===== src/rtl/tick_timer_pkg.sv =====
package tick_timer_pkg;

  typedef enum logic [1:0] {
    OP_HOLD = 2'd0,
    OP_LOAD = 2'd1,
    OP_RUN  = 2'd2,
    OP_HALT = 2'd3
  } op_e;

  localparam int unsigned REG_DIV    = 0;
  localparam int unsigned REG_CTRL   = 1;
  localparam int unsigned REG_COUNT  = 2;
  localparam int unsigned REG_RAW    = 3;
  localparam int unsigned REG_MASK   = 4;
  localparam int unsigned REG_MASKED = 5;
  localparam int unsigned REG_ACK    = 6;

  localparam int unsigned OP_LSB   = 0;
  localparam int unsigned FSEL_LSB = 2;

  // Value the counter takes on load or wrap: zero stands for the longest period.
  function automatic logic [31:0] reload_of(input logic [31:0] div, input int unsigned width);
    logic [31:0] top;
    top = (32'h1 << width) - 32'h1;
    return (div == 32'h0) ? top : div;
  endfunction

  // Low-bit mask for a prescale of 2^sel cycles per step.
  function automatic logic [31:0] step_mask(input int unsigned sel);
    return (32'h1 << sel) - 32'h1;
  endfunction

endpackage


===== src/rtl/tick_prescaler.sv =====
module tick_prescaler
  import tick_timer_pkg::*;
#(
  parameter int unsigned FSEL_W = 2
) (
  input  logic              clk,
  input  logic              rst_n,
  input  logic              restart,
  input  logic              run,
  input  logic [FSEL_W-1:0] fsel,
  output logic              tick
);
  localparam int unsigned PRE_W = (1 << FSEL_W) - 1;

  logic [PRE_W-1:0] pre_q;
  logic [PRE_W-1:0] lim;

  assign lim  = PRE_W'(step_mask(int'(fsel)));
  assign tick = run && !restart && ((pre_q & lim) == lim);

  always_ff @(posedge clk) begin
    if (!rst_n) begin
      pre_q <= '0;
    end else if (restart) begin
      pre_q <= '0;
    end else if (run) begin
      pre_q <= pre_q + 1'b1;
    end
  end
endmodule


===== src/rtl/tick_counter.sv =====
module tick_counter
  import tick_timer_pkg::*;
#(
  parameter int unsigned CNT_W = 16
) (
  input  logic             clk,
  input  logic             rst_n,
  input  logic             load,
  input  logic             tick,
  input  logic [CNT_W-1:0] div,
  output logic [CNT_W-1:0] count,
  output logic             underflow
);
  logic [CNT_W-1:0] count_q;
  logic [CNT_W-1:0] reload_val;

  assign reload_val = CNT_W'(reload_of(32'(div), CNT_W));
  assign underflow  = tick && (count_q == '0);
  assign count      = count_q;

  always_ff @(posedge clk) begin
    if (!rst_n) begin
      count_q <= '0;
    end else if (load) begin
      count_q <= reload_val;
    end else if (tick) begin
      count_q <= underflow ? reload_val : count_q - 1'b1;
    end
  end
endmodule


===== src/rtl/tick_irq_ctrl.sv =====
module tick_irq_ctrl #(
  parameter int unsigned SRC_W = 1
) (
  input  logic             clk,
  input  logic             rst_n,
  input  logic [SRC_W-1:0] set,
  input  logic [SRC_W-1:0] ack,
  input  logic             mask_wr,
  input  logic [SRC_W-1:0] mask_d,
  output logic [SRC_W-1:0] raw,
  output logic [SRC_W-1:0] mask,
  output logic [SRC_W-1:0] masked,
  output logic             irq
);
  logic [SRC_W-1:0] raw_q;
  logic [SRC_W-1:0] mask_q;

  // A new event in the same cycle as an acknowledge wins.
  always_ff @(posedge clk) begin
    if (!rst_n) begin
      raw_q <= '0;
    end else begin
      raw_q <= set | (raw_q & ~ack);
    end
  end

  always_ff @(posedge clk) begin
    if (!rst_n) begin
      mask_q <= '0;
    end else if (mask_wr) begin
      mask_q <= mask_d;
    end
  end

  assign raw    = raw_q;
  assign mask   = mask_q;
  assign masked = raw_q & mask_q;
  assign irq    = |masked;
endmodule


===== src/rtl/tick_timer.sv =====
module tick_timer
  import tick_timer_pkg::*;
#(
  parameter int unsigned CNT_W  = 16,
  parameter int unsigned FSEL_W = 2,
  parameter int unsigned ADDR_W = 3,
  parameter int unsigned DATA_W = 32
) (
  input  logic              clk,
  input  logic              rst_n,
  input  logic              wr_en,
  input  logic [ADDR_W-1:0] wr_addr,
  input  logic [DATA_W-1:0] wr_data,
  input  logic [ADDR_W-1:0] rd_addr,
  output logic [DATA_W-1:0] rd_data,
  output logic              irq
);
  localparam int unsigned SRC_W = 1;

  logic [CNT_W-1:0]  div_q;
  logic [1:0]        op_q;
  logic [FSEL_W-1:0] fsel_q;
  logic              running_q;

  logic              div_wr;
  logic              ctrl_wr;
  logic              mask_wr;
  logic              ack_wr;
  logic [1:0]        op_in;
  logic              load_evt;
  logic              tick_w;
  logic              underflow_w;
  logic [CNT_W-1:0]  count_w;
  logic [SRC_W-1:0]  ack_w;
  logic [SRC_W-1:0]  raw_w;
  logic [SRC_W-1:0]  mask_w;
  logic [SRC_W-1:0]  masked_w;
  logic              unused_bits;

  assign div_wr   = wr_en && (wr_addr == ADDR_W'(REG_DIV));
  assign ctrl_wr  = wr_en && (wr_addr == ADDR_W'(REG_CTRL));
  assign mask_wr  = wr_en && (wr_addr == ADDR_W'(REG_MASK));
  assign ack_wr   = wr_en && (wr_addr == ADDR_W'(REG_ACK));
  assign op_in    = wr_data[OP_LSB +: 2];
  assign load_evt = ctrl_wr && (op_in == OP_LOAD);
  assign ack_w    = ack_wr ? wr_data[SRC_W-1:0] : '0;

  assign unused_bits = ^wr_data[DATA_W-1:CNT_W];

  always_ff @(posedge clk) begin
    if (!rst_n) begin
      div_q <= '0;
    end else if (div_wr) begin
      div_q <= wr_data[CNT_W-1:0];
    end
  end

  always_ff @(posedge clk) begin
    if (!rst_n) begin
      op_q      <= OP_HOLD;
      fsel_q    <= '0;
      running_q <= 1'b0;
    end else if (ctrl_wr) begin
      op_q      <= op_in;
      fsel_q    <= wr_data[FSEL_LSB +: FSEL_W];
      running_q <= (op_in == OP_RUN);
    end
  end

  tick_prescaler #(
    .FSEL_W(FSEL_W)
  ) u_pre (
    .clk    (clk),
    .rst_n  (rst_n),
    .restart(ctrl_wr),
    .run    (running_q),
    .fsel   (fsel_q),
    .tick   (tick_w)
  );

  tick_counter #(
    .CNT_W(CNT_W)
  ) u_cnt (
    .clk      (clk),
    .rst_n    (rst_n),
    .load     (load_evt),
    .tick     (tick_w),
    .div      (div_q),
    .count    (count_w),
    .underflow(underflow_w)
  );

  tick_irq_ctrl #(
    .SRC_W(SRC_W)
  ) u_irq (
    .clk    (clk),
    .rst_n  (rst_n),
    .set    (underflow_w),
    .ack    (ack_w),
    .mask_wr(mask_wr),
    .mask_d (wr_data[SRC_W-1:0]),
    .raw    (raw_w),
    .mask   (mask_w),
    .masked (masked_w),
    .irq    (irq)
  );

  always_comb begin
    rd_data = '0;
    case (rd_addr)
      ADDR_W'(REG_DIV):    rd_data[CNT_W-1:0] = div_q;
      ADDR_W'(REG_CTRL): begin
        rd_data[OP_LSB +: 2]        = op_q;
        rd_data[FSEL_LSB +: FSEL_W] = fsel_q;
      end
      ADDR_W'(REG_COUNT):  rd_data[CNT_W-1:0] = count_w;
      ADDR_W'(REG_RAW):    rd_data[SRC_W-1:0] = raw_w;
      ADDR_W'(REG_MASK):   rd_data[SRC_W-1:0] = mask_w;
      ADDR_W'(REG_MASKED): rd_data[SRC_W-1:0] = masked_w;
      default:             rd_data = '0;
    endcase
  end
endmodule


===== config.mk =====
export PLATFORM = sky130hd
export DESIGN_NAME = tick_timer
export DESIGN_NICKNAME = d
export VERILOG_FILES = /design/src/rtl/tick_timer_pkg.sv /design/src/rtl/tick_prescaler.sv /design/src/rtl/tick_counter.sv /design/src/rtl/tick_irq_ctrl.sv /design/src/rtl/tick_timer.sv
export SDC_FILE = /design/constraint.sdc
export NUM_CORES = 1
export LEC_CHECK = 0
export BUFFER_PORTS_ARGS = -buffer_cell sky130_fd_sc_hd__buf_2
export CAP_MARGIN = 15
export CORE_ASPECT_RATIO = 1.1
export CORE_MARGIN = 1.5
export CORE_UTILIZATION = 45
export CTS_BUF_LIST = sky130_fd_sc_hd__clkbuf_4 sky130_fd_sc_hd__clkbuf_8
export CTS_CLUSTER_DIAMETER = 150
export DETAILED_ROUTE_END_ITERATION = 10
export PLACE_DENSITY = 0.76
export SYNTH_ARGS = -nofsm -noshare
export SYNTH_HDL_FRONTEND = slang
export SYNTH_SLANG_ARGS = --single-unit

===== constraint.sdc =====
create_clock -name clk -period 2.8 [get_ports clk]
set_clock_uncertainty 0.1 [all_clocks]
set_input_delay 0.56 -clock clk [delete_from_list [all_inputs] [get_ports clk]]
set_output_delay 0.56 -clock clk [all_outputs]
set_load 0.03 [all_outputs]

Word-level counts from Yosys, hierarchy flattened. Cells that the tools add are included.

Word-level logic and storage cells: 52. Bits in registers: 42. Input port bits: 41. Output and inout bits: 33.

Eq/ne operators: 11. Multiplexer cells: 8. Reduce and logical (&&, ||, !) cells: 15. Shift-type cells: 1. Add/sub/neg operators: 3. Bitwise logic cells: 6.

Operator list (count): two-way mux 16 bit (4); zero test 16 bit (2); one-hot mux 12 bit (2 select lines) (1); subtractor 16 x 1 -> 16 bit (second input constant) (1); == test 3 bit (second input constant) (4); one-hot mux 3 bit (3 select lines) (1); logical AND 1 bit (8); == test 3 x 1 -> 1 bit (second input constant) (2); == test 3 x 2 -> 1 bit (second input constant) (2); zero test 3 bit (2); one-hot mux 1 bit (6 select lines) (1); adder 3 x 1 -> 3 bit (second input constant) (1); bitwise AND 3 bit (1); == test 3 bit (1); left shift 1 x 2 -> 3 bit (first input constant) (1); subtractor 3 x 1 -> 3 bit (second input constant) (1); bitwise AND 1 bit (2); == test 2 x 1 -> 1 bit (second input constant) (1); == test 2 bit (second input constant) (1); NOT 1 bit (2); nonzero test 2 bit (1); OR reduction 2 bit (1); zero test 1 bit (1); two-way mux 1 bit (1); bitwise OR 1 bit (1).

Depth between registers and ports, before layout.
Depth in word-level cells: 9. Mapped depth: 9. Mapped depth without buffers: 8.

Cells and area by module. Synthesis repeated with hierarchy kept, for this count alone.

Cell total of the unflattened synthesis: 314. Area, all modules: 2621.3 sq um.

By module, submodules not included: tick_timer (sequential area each 420.4 sq um, area each 1322.5 sq um, times used 1, cells each 155); tick_counter (sequential area each 320.3 sq um, area each 1056.0 sq um, times used 1, cells each 133); tick_prescaler (sequential area each 60.1 sq um, area each 150.1 sq um, times used 1, cells each 18); tick_irq_ctrl (sequential area each 40.0 sq um, area each 92.6 sq um, times used 1, cells each 8).

Least setup slack after synthesis. No wires, ideal clock.

Kind: input -> output. Start: in rd_addr[1]. End: out rd_data[11]. Buffers on the path: 2. Slack: 0.179 ns. Arrival: 1.961 ns. Data required time: 2.140 ns. Cell stages on the path: 4. Path through: clkbuf_1 clkbuf_1 mux2i_1 nor2_1.

Cells in the longest elaborated chain, start to end: 2. Elaborated cells between the ends (all ways): 3. Classes of those cells: 1 x eq/ne; 1 x mux; 1 x reduce/logical.

RTL lines: start: declaration (RTL line tick_timer.sv:14) `input logic [ADDR_W-1:0] rd_addr,`; == test 3 x 2 -> 1 bit / zero test 3 bit (equally long branches) (RTL line tick_timer.sv:110) `case (rd_addr)`; one-hot mux 12 bit (2 select lines) (*) (RTL line tick_timer.sv:110); end: declaration (RTL line tick_timer.sv:15) `output logic [DATA_W-1:0] rd_data,`.

Every way passes the cells marked *; elsewhere a longest branch is shown, timed or not.

Final worst setup path.
Start: reg u_cnt.count_q[0] (netlist: u_cnt.count[0]). End: reg u_cnt.count_q[6] (netlist: u_cnt.count[6]).

Cells in the longest elaborated chain, start to end: 5. Elaborated cells between the ends (all ways): 6. Classes of those cells: 1 x add/sub; 3 x mux; 2 x reduce/logical.

RTL lines: start: declaration (RTL line tick_counter.sv:14) `logic [CNT_W-1:0] count_q;`; start signal: assignment (RTL line tick_counter.sv:25) `count_q <= reload_val;`; start signal: assignment (RTL line tick_counter.sv:27) `count_q <= underflow ? reload_val : count_q - 1'b1;`; branches (longest 2 deep; another with subtractor 16 x 1 -> 16 bit); two-way mux 16 bit (*) (RTL line tick_counter.sv:27); two-way mux 16 bit (*) (RTL line tick_counter.sv:26) `end else if (tick) begin`; two-way mux 16 bit (*) (RTL line tick_counter.sv:24) `end else if (load) begin`.

Every way passes the cells marked *. The select of a mux whose other input is x is not followed. A chain may end at the register's enable or synchronous reset.

==> impl_results.md <==
* Status: finished clean
* Cells after DPL at approximately 440
* Post-route ant nets at 0
* Fin crit period at 2.33 ns
* FMAX at 0.429 GHz
* Filler cells at between 500 and 600
* Period utilisation layout at 0.832
* Area growth syn-to-layout at 13.2%
* Reg2reg start: u_cnt.count[0]$_SDFFE_PN0P_
* Pleak at ~1.2 nW
* Core ar. at 5430 µm²
* Initial core utilization at 0.468
* Worst Hold Path EP: op_q[0]$_SDFFE_PN0P_
* CTS H-Tree Depth at 2
* Netlist Area Pre-Place at 2540 µm²
* Clock Sinks at 42
* I/O Pins at 74
* Overall Power at ~1.3 mW
* FFs w/ async S/R, synth at 0
* Clock Root Buffer: clkbuf_8
* WL/cell at approximately 14 µm
* Synth Area in Adders at 0.00984
* Register-to-register setup slack at between 0.4 and 0.5 ns
* Post-CTS sizing at 0
* Library cells used by synthesis at 55
* First-pass DRT Iterations at 4
* Final HPWL DP at about 4500 µm
* Final Setup Violations at 0
* Yosys warning count at 0
* Hold WC Path Type: reg2reg
* CTS tree: built
* Die H at approximately 82 µm
* CP Max Fanout at 12
* Layout cells sized above 1 at 0.207
* CP Capture Type: flip-flop
* Cells on worst reg2reg path at 8
* Power density over cell area at roughly 440 nW/µm²
* Clock Pin Slew Worst Setup and Hold Paths at ~0.08 ns
* Post CTS Setup Buffer Count at 0
* Post-synth EDFFs at 0
* HP Start: op_q[0]$_SDFFE_PN0P_
* Final hold vios at 0
* Final Instance Count excl. Fillers at between 400 and 500
* Gate count of the mapped netlist at roughly 330
* Row count at 28
* Vias in the first global route at about 2100
* Hold buffer count at CTS at 0
* CP arrival at between 2 and 2.5 ns
* Max clock buf depth at 2
* # Max-Cap Violations at 0
* Endpoint of the worst-slack reg-to-reg timing path: u_cnt.count[6]$_SDFFE_PN0P_
* Top_reg_cell synth: dfxtp_1
* Slew Limit Fails at 0
* Synthesized area per cell at slightly below 8 µm²
* VDD IR max at 0.411 mV
* Total global routing track utilization at 0.218
* Largest net degree at the start of global routing at 29
* Largest family of logic cells by synthesized area: simple AND/OR/NAND/NOR gates
* Die area at approximately 6100 µm²
* Total grt overflow at 0
* Ant diodes at 0
* Crit path required time at roughly 2.9 ns
* Unrepaired setup endpoints after global routing: false
* PortBufs at 41
* FF+latch count, synth at 42
* DRC Markers at 0
* Leading area contributor after synthesis: dfxtp_1
* Clock Latency Late Sink at about 0.30 ns
* Via-to-Cell Ratio at 5.45
* Die X-Extent at 74.7 µm
* Post-synthesis mux area share at 0.0719
* Synth area leaders: dfxtp_1 (33%), nand2_1 (8.7%), a21oi_1 (7.1%)
* Xor and xnor area share after synthesis at 0.0207
* Fin nets at 410
* WL final at 6190 µm
* Share of the synthesized area in the top cell type at 0.331
* Initial antenna violation count at 0
* Hold-critical path depth at 2
* Num CTS Buffers at 5
* Startpoint types: flip-flop
* Total number of vias at ~2400
* Setup TNS at 0 ns
* Global-route wire length before repair at a little over 10000 µm
* Post-synthesis sequential area ratio at 0.331
* Synth Area in Compound Gates at 0.176
* Worst hold slack at between 0.3 and 0.4 ns
* Post-synthesis simple-gate area fraction at 0.306
* Crit Path Category: reg2reg
* Placer Congestion at between 0.8 and 0.9
* DR iter-0 viols at 198
cell usage in the layout, fill, tap and decap left out, drive strengths merged, types with 3 or more instances in the layout:
cell | synthesis | final
nand3b | 4 | 4
nand3 | 6 | 6
or3 | 3 | 3
xnor2 | 4 | 4
nor4 | 8 | 8
clkbuf | 13 | 5
nor3 | 9 | 9
nand2 | 59 | 59
o22ai | 4 | 4
o21a | 3 | 3
nand2b | 3 | 3
clkinv | 1 | 3
nor2 | 38 | 38
a21oi | 36 | 36
buf | 19 | 52
dfxtp | 42 | 42
o21ai | 14 | 14
o2111a | 3 | 3
mux2i | 16 | 16
inv | 3 | 3
nor4b | 5 | 5
conb | 1 | 16
stage by stage:
step	utilization	instance area, µm²	setup WS (ns)
3_5_place_dp	0.513	2790	0.284
4_1_cts	0.530	2880	0.494
3_3_place_gp	0.513	2790	0.374
5_1_grt	0.530	2880	0.245
6_report	0.530	2880	0.472
2_1_floorplan	-	2600	0.179
power breakdown:
| group | leakage, nW | internal [mW] | switching, mW |
|---|---|---|---|
| combinational | 0.801 | 0.0904 | 0.156 |
| sequential | 0.340 | 0.610 | 0.0180 |
| clock | 0.0441 | 0.175 | 0.224 |
routing by layer:
metal | up-vias | GRT usage | share of wire | wire, µm
met4 | 0 | 0.0745 | 0.014 | 89
met3 | 8 | 0.0380 | 0.064 | 396
met1 | 1130 | 0.289 | 0.43 | 2680
met2 | 80 | 0.356 | 0.49 | 3030
li1 | 1198 | - | - | -
met5 | - | 0 | 0 | 0
worst max-delay path, cell delays in order, from the launching register on:
cell      delay, ns
dfxtp_1        0.40
inv_1          0.11
ha_1           0.27
nor4b_1        0.27
nand4b_1       0.15
nor3_1         0.35
o21bai_1       0.10
buf_4          0.19
o221a_2        0.27
synthesized netlist by cell type (2+ instances only):
cell,number
buf_6,2
buf_4,17
a31oi_1,2
nand2b_1,3
clkbuf_1,13
nand3b_1,3
nor2b_1,2
nor4_1,5
nor4b_4,2
xnor2_1,4
nor2_1,38
ha_1,2
nand2_1,59
o21a_1,3
o21ai_0,13
or3_1,3
nor4_2,3
o22ai_1,4
mux2i_1,16
nor4b_1,2
nor3_1,8
o2111a_1,3
dfxtp_1,42
a21oi_1,36
nand4b_1,2
nand3_1,5
inv_1,3
a311oi_1,2
xor2_1,2
worst max-delay path by stage:
stage                                  endpoint  slack, ns                        start  cells after the start
floorplan                           rd_data[11]       0.18                   rd_addr[1]                      4
global placement    u_cnt.count[4]$_SDFFE_PN0P_       0.37                   wr_addr[1]                      7
detailed placement  u_cnt.count[4]$_SDFFE_PN0P_       0.28                   wr_addr[1]                      7
CTS                 u_cnt.count[8]$_SDFFE_PN0P_       0.49  u_cnt.count[0]$_SDFFE_PN0P_                      9
global route        u_cnt.count[8]$_SDFFE_PN0P_       0.24  u_cnt.count[0]$_SDFFE_PN0P_                      9
finish              u_cnt.count[6]$_SDFFE_PN0P_       0.47  u_cnt.count[0]$_SDFFE_PN0P_                      8
registers in the layout, summed over array words and instances (netlist names):
register / flops
div_q: 16
u_cnt.count: 16
u_pre.pre_q: 3
fsel_q: 2
op_q: 2
running_q: 1
u_irq.mask: 1
u_irq.raw: 1
area by class of cell:
class	count	area (µm²)	share of cell area
tap	75	93.8	0.0326
multi-input combinational	262	1550	0.539
inverter	4	15.0	0.00522
timing repair buffer	52	288	0.100
clock inverter	3	21.3	0.00739
sequential	42	841	0.292
clock buffer	5	68.8	0.0239
kinds of logic (layout without fill, tap and decap cells):
| group | Yosys count | count (layout) |
|---|---|---|
| AND/OR/NAND/NOR | 148 | 148 |
| XOR/XNOR | 6 | 6 |
| adder cells (fa/ha/maj) | 2 | 2 |
| multiplexers | 17 | 17 |
| AO/OA/AOI/OAI | 73 | 73 |
| other | 1 | 16 |
| flip-flops | 42 | 42 |
| buffers and inverters | 36 | 64 |
Note: power is estimated with default switching activity, not from simulation.
